--- src/rtl/nwr_pkg.sv ---
package nwr_pkg;
  typedef enum logic [2:0] {
    PH_IDLE  = 3'd0,
    PH_ADV   = 3'd1,
    PH_SETUP = 3'd2,
    PH_PULSE = 3'd3,
    PH_HOLD  = 3'd4
  } nwr_phase_e;
endpackage

--- src/rtl/nwr_req_latch.sv ---
module nwr_req_latch #(
  parameter int AW = 23,
  parameter int DW = 16
) (
  input  logic          clk,
  input  logic          rst_n,
  input  logic          load,
  input  logic [AW-1:0] addr_in,
  input  logic [DW-1:0] data_in,
  input  logic          mode_in,
  output logic [AW-1:0] addr_q,
  output logic [DW-1:0] data_q,
  output logic          mode_q
);
  // Captured only on acceptance; stable for the whole bus cycle.
  always_ff @(posedge clk or negedge rst_n) begin
    if (!rst_n) begin
      addr_q <= '0;
      data_q <= '0;
      mode_q <= 1'b0;
    end else if (load) begin
      addr_q <= addr_in;
      data_q <= data_in;
      mode_q <= mode_in;
    end
  end
endmodule

--- src/rtl/nwr_phase_ctr.sv ---
module nwr_phase_ctr #(
  parameter int CW = 2
) (
  input  logic          clk,
  input  logic          rst_n,
  input  logic          clear,
  input  logic          run,
  output logic [CW-1:0] cnt
);
  logic [CW-1:0] cnt_d;
  logic          cnt_en;

  always_comb begin
    cnt_en = clear | run;
    cnt_d  = clear ? '0 : cnt + 1'b1;
  end

  always_ff @(posedge clk or negedge rst_n) begin
    if (!rst_n)      cnt <= '0;
    else if (cnt_en) cnt <= cnt_d;
  end
endmodule

--- src/rtl/nwr_seq_fsm.sv ---
module nwr_seq_fsm
  import nwr_pkg::*;
#(
  parameter int ADV_CYC   = 2,
  parameter int SETUP_CYC = 2,
  parameter int PULSE_CYC = 3,
  parameter int HOLD_CYC  = 2
) (
  input  logic       clk,
  input  logic       rst_n,
  input  logic       accept,
  input  logic       mode_in,
  output nwr_phase_e phase,
  output logic       done
);
  localparam int MAX_AS = (ADV_CYC > SETUP_CYC) ? ADV_CYC : SETUP_CYC;
  localparam int MAX_PH = (PULSE_CYC > HOLD_CYC) ? PULSE_CYC : HOLD_CYC;
  localparam int MAXC   = (MAX_AS > MAX_PH) ? MAX_AS : MAX_PH;
  localparam int CW     = (MAXC > 1) ? $clog2(MAXC) : 1;
  localparam logic [CW-1:0] ADV_M1   = CW'(ADV_CYC - 1);
  localparam logic [CW-1:0] SETUP_M1 = CW'(SETUP_CYC - 1);
  localparam logic [CW-1:0] PULSE_M1 = CW'(PULSE_CYC - 1);
  localparam logic [CW-1:0] HOLD_M1  = CW'(HOLD_CYC - 1);

  nwr_phase_e    phase_d;
  logic [CW-1:0] cnt;
  logic [CW-1:0] len_m1;
  logic          last;
  logic          advance;
  logic          active;

  always_comb begin
    unique case (phase)
      PH_ADV:   len_m1 = ADV_M1;
      PH_SETUP: len_m1 = SETUP_M1;
      PH_PULSE: len_m1 = PULSE_M1;
      PH_HOLD:  len_m1 = HOLD_M1;
      default:  len_m1 = '0;
    endcase
    active  = (phase != PH_IDLE);
    last    = active && (cnt == len_m1);
    advance = last || accept;
    done    = (phase == PH_HOLD) && last;
  end

  always_comb begin
    phase_d = phase;
    unique case (phase)
      PH_IDLE:  if (accept) phase_d = mode_in ? PH_ADV : PH_SETUP;
      PH_ADV:   if (last)   phase_d = PH_SETUP;
      PH_SETUP: if (last)   phase_d = PH_PULSE;
      PH_PULSE: if (last)   phase_d = PH_HOLD;
      PH_HOLD:  if (last)   phase_d = PH_IDLE;
      default:              phase_d = PH_IDLE;
    endcase
  end

  always_ff @(posedge clk or negedge rst_n) begin
    if (!rst_n) phase <= PH_IDLE;
    else        phase <= phase_d;
  end

  nwr_phase_ctr #(.CW(CW)) ctr_i (
    .clk   (clk),
    .rst_n (rst_n),
    .clear (advance),
    .run   (active),
    .cnt   (cnt)
  );

  // The counter never passes the current phase's limit.
  assert_cnt_bound_R10: assert property (@(posedge clk) disable iff (!rst_n)
    active |-> (cnt <= len_m1));
endmodule

--- src/rtl/nwr_strobe_dec.sv ---
module nwr_strobe_dec
  import nwr_pkg::*;
(
  input  nwr_phase_e phase,
  input  logic       mode_q,
  output logic       ce_n,
  output logic       we_n,
  output logic       adv_n,
  output logic       dq_oe
);
  always_comb begin
    ce_n  = 1'b1;
    we_n  = 1'b1;
    adv_n = 1'b1;
    dq_oe = 1'b0;
    unique case (phase)
      PH_ADV: begin
        ce_n  = 1'b0;
        adv_n = 1'b0;
      end
      PH_SETUP: begin
        ce_n  = 1'b0;
        adv_n = mode_q;
      end
      PH_PULSE: begin
        ce_n  = 1'b0;
        we_n  = 1'b0;
        adv_n = mode_q;
        dq_oe = 1'b1;
      end
      PH_HOLD: begin
        ce_n  = 1'b0;
        adv_n = mode_q;
        dq_oe = 1'b1;
      end
      default: ;
    endcase
  end
endmodule

--- src/rtl/nor_write_seq.sv ---
module nor_write_seq
  import nwr_pkg::*;
#(
  parameter int AW        = 23,
  parameter int DW        = 16,
  parameter int ADV_CYC   = 2,
  parameter int SETUP_CYC = 2,
  parameter int PULSE_CYC = 3,
  parameter int HOLD_CYC  = 2
) (
  input  logic          clk,
  input  logic          rst_n,
  input  logic          req_valid,
  output logic          req_ready,
  input  logic [AW-1:0] req_addr,
  input  logic [DW-1:0] req_data,
  input  logic          adv_pulse_mode,
  output logic          busy,
  output logic          done,
  output logic          bus_ce_n,
  output logic          bus_we_n,
  output logic          bus_oe_n,
  output logic          bus_rst_n,
  output logic          bus_adv_n,
  output logic [AW-1:0] bus_addr,
  output logic [DW-1:0] bus_dq_out,
  output logic          bus_dq_oe
);
  nwr_phase_e phase;
  logic       accept;
  logic       mode_q;

  always_comb begin
    req_ready = (phase == PH_IDLE);
    busy      = (phase != PH_IDLE);
    accept    = req_valid && req_ready;
    bus_oe_n  = 1'b1;
    bus_rst_n = 1'b1;
  end

  nwr_req_latch #(.AW(AW), .DW(DW)) latch_i (
    .clk     (clk),
    .rst_n   (rst_n),
    .load    (accept),
    .addr_in (req_addr),
    .data_in (req_data),
    .mode_in (adv_pulse_mode),
    .addr_q  (bus_addr),
    .data_q  (bus_dq_out),
    .mode_q  (mode_q)
  );

  nwr_seq_fsm #(
    .ADV_CYC   (ADV_CYC),
    .SETUP_CYC (SETUP_CYC),
    .PULSE_CYC (PULSE_CYC),
    .HOLD_CYC  (HOLD_CYC)
  ) fsm_i (
    .clk     (clk),
    .rst_n   (rst_n),
    .accept  (accept),
    .mode_in (adv_pulse_mode),
    .phase   (phase),
    .done    (done)
  );

  nwr_strobe_dec dec_i (
    .phase  (phase),
    .mode_q (mode_q),
    .ce_n   (bus_ce_n),
    .we_n   (bus_we_n),
    .adv_n  (bus_adv_n),
    .dq_oe  (bus_dq_oe)
  );

  assert_idle_strobes_R2: assert property (@(posedge clk) disable iff (!rst_n)
    bus_oe_n && bus_rst_n);
  assert_accept_busy_R3: assert property (@(posedge clk) disable iff (!rst_n)
    (req_valid && req_ready) |=> (busy && !req_ready));
  assert_held_adv_R4: assert property (@(posedge clk) disable iff (!rst_n)
    (!bus_ce_n && !mode_q) |-> !bus_adv_n);
  assert_adv_released_R5: assert property (@(posedge clk) disable iff (!rst_n)
    !bus_we_n |-> (bus_adv_n == mode_q));
  assert_we_under_ce_R6: assert property (@(posedge clk) disable iff (!rst_n)
    !bus_we_n |-> !bus_ce_n);
  assert_bus_stable_R8: assert property (@(posedge clk) disable iff (!rst_n)
    (!bus_ce_n && $past(!bus_ce_n)) |-> ($stable(bus_addr) && $stable(bus_dq_out)));
  assert_dq_drive_R9: assert property (@(posedge clk) disable iff (!rst_n)
    !bus_we_n |-> bus_dq_oe);
  assert_dq_release_R9: assert property (@(posedge clk) disable iff (!rst_n)
    bus_ce_n |-> !bus_dq_oe);
  assert_done_end_R10: assert property (@(posedge clk) disable iff (!rst_n)
    done |=> (!busy && !done));
endmodule

--- config.mk ---
export PLATFORM = sky130hd
export DESIGN_NAME = nor_write_seq
export DESIGN_NICKNAME = d
export VERILOG_FILES = /design/src/rtl/nwr_pkg.sv /design/src/rtl/nwr_req_latch.sv /design/src/rtl/nwr_phase_ctr.sv /design/src/rtl/nwr_seq_fsm.sv /design/src/rtl/nwr_strobe_dec.sv /design/src/rtl/nor_write_seq.sv
export SDC_FILE = /design/constraint.sdc
export NUM_CORES = 1
export LEC_CHECK = 0
export ABC_AREA = 1
export BUFFER_PORTS_ARGS = -buffer_cell sky130_fd_sc_hd__buf_2
export CORE_MARGIN = 3
export CORE_UTILIZATION = 40
export CTS_CLUSTER_DIAMETER = 40
export DETAILED_ROUTE_END_ITERATION = 10
export GPL_TIMING_DRIVEN = 0
export PLACE_DENSITY = 0.69
export SLEW_MARGIN = 20
export SYNTH_ARGS = -nofsm -noshare
export SYNTH_HDL_FRONTEND = slang
export SYNTH_HIERARCHICAL = 1
export SYNTH_SLANG_ARGS = --single-unit
--- constraint.sdc ---
create_clock -name clk -period 4.1 [get_ports clk]
set_input_delay 0.82 -clock clk [delete_from_list [all_inputs] [get_ports clk]]
set_output_delay 0.82 -clock clk [all_outputs]
set_load 0.005 [all_outputs]
==> summary.md, run 1 <==
| Metric | Value |
|---|---|
| Area delta synth->final | `29.18%` |
| CTS tree | `done` |
| Crit path launch type | `flip-flop` |
| Synthesized flop and latch total | `45` |
| Largest net degree at the start of global routing | `46` |
| Fin area | `2675 sq um` |
| Number of antenna violations at the first check in global routing | `0` |
| Finished Core Util | `55.17%` |
| Yosys top cell area share | `54.38%` |
| Router iterations before antenna repair | `6` |
| Clock slew at reported path FFs | `0.07 ns` |
| First-pass GRT wire length | `7610 microns` |
| Start point of the critical path | `fsm_i/phase[0]` |
| Die area | `6076 sq um` |
| Post-layout nets | `388` |
| Hold_ws | `0.4673 ns` |
| CTS Root Buffer Type | `clkbuf_8` |
| Fill cell count | `488` |
| Slew margin rel. | `63.12%` |
| Horiz. Die Dim | `77.95 microns` |
| Outcome | `finished clean` |
| Total Power | `1.957 mW` |
| Finished Layout Cells | `411` |
| CP max FO | `11` |
| Synth Area per Inst | `8.316 sq um` |
| Worst Path Required | `3.28 ns` |
| IO buf count | `88` |
| Worst-Margin Slew | `0.5532 ns` |
| Setup-failing EPs final | `0` |
| Vias/cell | `4.345` |
| Residual DRC count | `0` |
| Cells after Synth | `249` |
| Post-CTS resize count | `0` |
| Synth top area cells | `dfrtp_1, nand2_1, nand2_2` |
| CTS Buf Count | `5` |
| Starting Density | `42.71%` |
| CORE AREA | `4848 sq um` |
| Pins Over Slew Limit | `0` |
| Post-synth EDFFs | `0` |
| Hold/Removal Path Class | `reg -> reg` |
| Fmax | `0.4005 GHz` |
| Boundary Pins | `91` |
| Clk sink count | `45` |
| Worst slack, placed | `1.933 ns` |
| Ys async rst share | `100.0%` |
| Commonest cells post-synth | `nand2_1, dfrtp_1, inv_1` |
| Total gr overflow | `0` |
| Max Root-Sink Buffers | `2` |
| CP endpoint kind | `output port` |
| Ys Warns | `6` |
| Cell row count | `25` |
| Pleak | `1.592 nW` |
| FF-to-FF path depth | `8` |
| Cell taking the most area after synthesis | `dfrtp_1` |
| RSZ-0062 raised after global routing | `no` |
| Dpl cells | `405` |
| Post-synthesis cell area | `2071 sq um` |
| TNS Setup | `0 ns` |
| Hold-fix buffers, CTS | `0` |
| R2R Path Start | `fsm_i/phase[0]` |
| Placer Congestion | `0.8652` |
| N_diodes | `0` |
| Most common cell in the synthesized netlist | `nand2_1` |
| WL final | `4461 microns` |
| VDD IR max | `369.2 uV` |
| Tmin final | `2.497 ns` |
| Global Route Usage Sum | `15.49%` |
| Detail Placement HPWL | `3231 microns` |
| Number of setup buffers added after CTS | `0` |
| Clk Latency, worst-skew pair | `0.28 ns` |
| Seq/Total Area, Yosys | `54.38%` |
| Post-DP Area | `2599 sq um` |
| Vias in the first global route | `1671` |
| Routed len/inst | `10.85 microns` |
| Total vias in the final route | `1786` |
| Hold_sp | `latch_i/addr_q[21]` |
| Min-Delay Path Depth | `2` |
| Pwr per Cell Area | `731.5 nW/um^2` |
| Crit path DAT | `1.68 ns` |
| ANT nets after route | `0` |
| 1st-iter DRT viols | `88` |
| Setup Skew | `0.001737 ns` |
| Setup CP Type | `reg -> out` |
| Top_reg_cell synth | `dfrtp_1` |
| Hold Vio Cnt, Final | `0` |
| Worst Slack Setup Final | `1.603 ns` |
| Fin crit share | `60.91%` |
| H-tree depth | `2` |
| Die span in y | `77.95 microns` |
| Layout cells sized above 1 | `36.34%` |
| Maxcap violations | `0` |
| Distinct cells, synth | `20` |
-- path summary, 6_finish.rpt --
kind                                      end  slack [ns]
min                        latch_i/addr_q[21]        0.47
max                                      done        1.60
min reg2reg                latch_i/addr_q[21]        0.47
max reg2reg                    fsm_i/phase[0]        2.56
min in group asynchronous  latch_i/addr_q[14]        0.52
max in group asynchronous   latch_i/addr_q[6]        3.20
-- registers in the layout, summed over array words and instances, names as in the netlist --
name / count
fsm_i/phase: 3
latch_i/data_q: 16
latch_i/mode_q: 1
latch_i/addr_q: 23
fsm_i/ctr_i/cnt: 2
-- kinds of logic after synthesis --
group           count (synthesis)  synth area share [%]
simple gates                  171                 34.38
flops                          45                 54.38
buf+inv                        28                 9.848
compound gates                  4                 1.208
other cells                     1                0.1811
-- power by group --
part / total, mW / leakage (nW) / internal (mW) / switching (mW)
registers: 0.796 / 0.559 / 0.655 / 0.141
clock network: 0.244 / 0.0399 / 0.112 / 0.132
logic: 0.917 / 0.993 / 0.420 / 0.497
total: 1.96 / 1.59 / 1.19 / 0.770
-- layer usage --
layer  part of all wire [%]  vias up  GRT usage (%)
li1                       -      932              -
met1                     46      794          20.22
met2                     47       55          25.43
met3                    6.2        5          3.596
met4                    1.2        0          5.070
met5                      0        -              0
-- placed cells by master, fill, tap and decap left out, drive strengths merged --
master  instances
buf            96
nand2         146
o211ai          1
nor2           11
conb            2
dfrtp          45
a21oi           1
clkinv          1
o21ai           1
o21a            1
nand3          12
inv            17
clkbuf          8
nand4           2
-- area by class of cell --
| type | instances | area [sq um] | share of cell area [%] |
|---|---|---|---|
| buffer | 11 | 132.6 | 4.958 |
| tap | 67 | 83.83 | 3.134 |
| clock buffer | 5 | 68.82 | 2.572 |
| inverter | 17 | 71.32 | 2.666 |
| clock inverter | 1 | 5.005 | 0.1871 |
| multi-input combinational | 177 | 744.5 | 27.83 |
| sequential | 45 | 1126 | 42.10 |
| timing repair buffer | 88 | 442.9 | 16.56 |
-- critical path, cell delays in order, from the launching register on --
cell and delay [ns]:
dfrtp_1 0.51, nor2_1 0.23, nand2_1 0.14, nand4_1 0.14, nand3_2 0.15, nor2_1 0.11, buf_2 0.12
No activity file was read; power rests on OpenSTA's default activity.
==> inputs of run 2 (changes only) <==
- ABC_AREA: 1 -> 0
- PLACE_DENSITY: 0.69 -> 0.73
- clock period: 4.1 -> 2.2 ns (I/O delays scaled with it)
==> run 2 against run 1 <==
Net effect: combinational power up 72%; synthesized area down 4.3%; non-clock buffer count down 2; die area down 4.0%; cell area down 1.5%.
==> summary.md, run 2 <==
| Metric | Value |
|---|---|
| Synth Area in Compound Gates | `6.629% (+5.4 points)` |
| Layout cells sized above 1 | `64.26% (+28 points)` |
| Slew margin rel. | `56.34% (-6.8 points)` |
| Fill cell count | `396 (-19%)` |
| Fmax | `0.5344 GHz` |
| CORE AREA | `4564 sq um (-5.9%)` |
| Tmin final | `1.871 ns` |
| Synth top area cells | `dfrtp_1, mux2_2, buf_6` |
| WP depth | `4 (-2)` |
| Crit path max-delay family | `flip-flops` |
| Most frequent cells in the layout | `buf_2, dfrtp_1, mux2_2` |
| Mux contribution to synthesized area | `22.73% (+23 points)` |
| CTS Buf Count | `5 (unchanged)` |
| Number of antenna violations at the first check in global routing | `0 (unchanged)` |
| Hold-fix buffers, CTS | `0 (unchanged)` |
| CP endpoint kind | `output port` |
| Sum of buffers and inverters on the critical path | `2 (+1)` |
| Outcome | `finished clean` |
| Largest Register | `latch_i/addr_q` |
| N_diodes | `0 (unchanged)` |
| ANT nets after route | `0 (unchanged)` |
| Post-synthesis cell area | `1982 sq um (-4.3%)` |
| TNS Setup | `0 ns (unchanged)` |
| Synthesized flop and latch total | `45 (unchanged)` |
| Pins Over Slew Limit | `0 (unchanged)` |
| Ys async rst share | `100.0% (unchanged)` |
| Largest net degree at the start of global routing | `46 (unchanged)` |
| Residual DRC count | `0 (unchanged)` |
| Max Root-Sink Buffers | `2 (unchanged)` |
| Area delta synth->final | `33.02%` |
| Hold/Removal Path Class | `in -> async` |
| Finished Layout Cells | `300 (-27%)` |
| Vias/cell | `4.760 (+9.5%)` |
| Number of setup buffers added after CTS | `0 (unchanged)` |
| Die area | `5835 sq um (-4.0%)` |
| Slowest-stage cell, CP | `dfrtp_1` |
| Total vias in the final route | `1428 (-20%)` |
| Largest regs | `latch_i/addr_q: 23 flops, latch_i/data_q: 16 flops, fsm_i/phase: 3 flops` |
| Clk Latency, worst-skew pair | `0.29 ns (about the same)` |
| Vias in the first global route | `1481 (-11%)` |
| Total Power | `3.715 mW (+90%)` |
| Largest register FFs | `23 (unchanged)` |
| Ys Warns | `6 (unchanged)` |
| Crit path cell chain | `buf_4 -> nor2_2 -> and3_1 -> buf_2` |
| Post-DP Area | `2514 sq um (-3.3%)` |
| Worst-Margin Slew | `0.6522 ns (+0.09900 ns)` |
| Global Route Usage Sum | `14.95% (-0.54 points)` |
| Post-Synth XOR/XNOR Area | `1.326% (+1.3 points)` |
| H-tree depth | `2 (unchanged)` |
| Top_reg_cell synth | `dfrtp_1` |
| CTS Root Buffer Type | `clkbuf_8` |
| Starting Density | `43.42% (+0.71 points)` |
| Post-synthesis simple-gate area fraction | `7.765% (-27 points)` |
| Post-layout nets | `277 (-29%)` |
| Yosys top cell area share | `56.82% (+2.4 points)` |
| Fin crit share | `85.05%` |
| Hold_ws | `0.1367 ns (-0.3307 ns)` |
| Largest family of logic cells by synthesized area | `multiplexers` |
| Cell row count | `24 (-4.0%)` |
| Post-synth EDFFs | `0 (unchanged)` |
| Cells after Synth | `138 (-45%)` |
| Post-Synth Adder-Cell Area | `0% (unchanged)` |
| Crit path DAT | `1.43 ns (-0.25 ns)` |
| CTS tree | `done` |
| Horiz. Die Dim | `76.39 microns (-2.0%)` |
| WL final | `4083 microns (-8.5%)` |
| IO buf count | `88 (unchanged)` |
| Hold Vio Cnt, Final | `0 (unchanged)` |
| Crit path launch type | `flip-flop` |
| Clk sink count | `45 (unchanged)` |
| Placer Congestion | `0.7375 (-15%)` |
| Commonest cells post-synth | `dfrtp_1, mux2_2, buf_6, nor2b_1` |
| Setup-failing EPs final | `0 (unchanged)` |
| Maxcap violations | `0 (unchanged)` |
| Seq/Total Area, Yosys | `56.82% (+2.4 points)` |
| RSZ-0062 raised after global routing | `no` |
| FF-to-FF path depth | `3 (-5)` |
| Router iterations before antenna repair | `4 (-2)` |
| Pwr per Cell Area | `1409 nW/um^2 (+93%)` |
| Detail Placement HPWL | `3013 microns (-6.8%)` |
| Distinct cells, synth | `31 (+55%)` |
| Setup Skew | `0.005677 ns (+0.003940 ns)` |
| Pleak | `1.273 nW (-20%)` |
| VDD IR max | `559.3 uV (+52%)` |
| Clock slew at reported path FFs | `0.08 ns (about the same)` |
| Fin area | `2636 sq um (-1.5%)` |
| Total gr overflow | `0 (unchanged)` |
| Setup CP Type | `reg -> out` |
| Most common cell in the synthesized netlist | `dfrtp_1` |
| First-pass GRT wire length | `7058 microns (-7.3%)` |
| Worst Path Required | `1.76 ns (-1.52 ns)` |
| Most common cell after layout, fill and taps aside | `buf_2` |
| Die span in y | `76.39 microns (-2.0%)` |
| Synth Area per Inst | `14.36 sq um (+73%)` |
| Critical path's largest stage delay | `0.49 ns (-0.02 ns)` |
| CP max FO | `10 (-1)` |
| 1st-iter DRT viols | `108 (+23%)` |
| Routed len/inst | `13.61 microns (+25%)` |
| Boundary Pins | `91 (unchanged)` |
| Dpl cells | `292 (-28%)` |
| Cell taking the most area after synthesis | `dfrtp_1` |
[run 2: worst register-to-register path: cells and delay by family (launching register included)]
family	cells	cell delay [ns]
and+or+nand+nor	1	0.67
buffers and inverters	1	0.25
DFF	1	0.49
muxes	1	0.35
[run 2: layer usage]
layer / vias up / GRT usage (%) / wire [microns]
li1: 679 / - / -
met1: 679 / 19.36 / 1868
met2: 68 / 23.46 / 1832
met3: 2 / 5.910 / 363
met4: 0 / 3.804 / 19
met5: - / 0 / 0
[run 2: kinds of logic after synthesis]
logic type,count (synthesis)
AOI/OAI and AO/OA,15
xor gates and xnor gates,3
buffers and inverters,10
DFF,45
muxes,40
other,1
and+or+nand+nor,24
[run 2: cell type report]
type / count / area [sq um] / area share, %
clock buffer: 6 / 72.57 / 2.753
multi-input combinational: 84 / 784.5 / 29.76
timing repair buffer: 88 / 442.9 / 16.80
tap: 65 / 81.33 / 3.085
clock inverter: 2 / 38.79 / 1.471
inverter: 1 / 3.754 / 0.1424
sequential: 45 / 1126 / 42.71
buffer: 9 / 86.33 / 3.275
[run 2: repair_timing]
| action | in CTS | in global routing |
|---|---|---|
| hold endpoints to repair | 0 | 0 |
| setup endpoints to repair | 0 | 37 |
| resized for setup | 0 | 1 |
[run 2: path summary, 6_finish.rpt]
check                              startpoint                  to  slack, ns
max                            fsm_i/phase[0]                done       0.33
min                                     rst_n   latch_i/data_q[5]       0.14
max reg2reg                    fsm_i/phase[1]   latch_i/addr_q[4]       0.35
min reg2reg                latch_i/addr_q[15]  latch_i/addr_q[15]       0.50
max in group asynchronous               rst_n   latch_i/addr_q[8]       1.68
min in group clk                 req_data[14]  latch_i/data_q[14]       0.37
[run 2: where the power goes]
group | switching (mW) | internal [mW]
sequential | 0.272 | 1.25
clock | 0.277 | 0.341
combinational | 0.641 | 0.936
total | 1.19 | 2.52
[run 2: metrics by stage]
step,utilization (%),setup WS [ns]
after floorplan,-,0.3975
after global placement,55.07,0.05630
after detailed placement,55.07,0.06044
after CTS,57.51,0.01613
after global routing,57.76,0.2008
final,57.76,0.3288
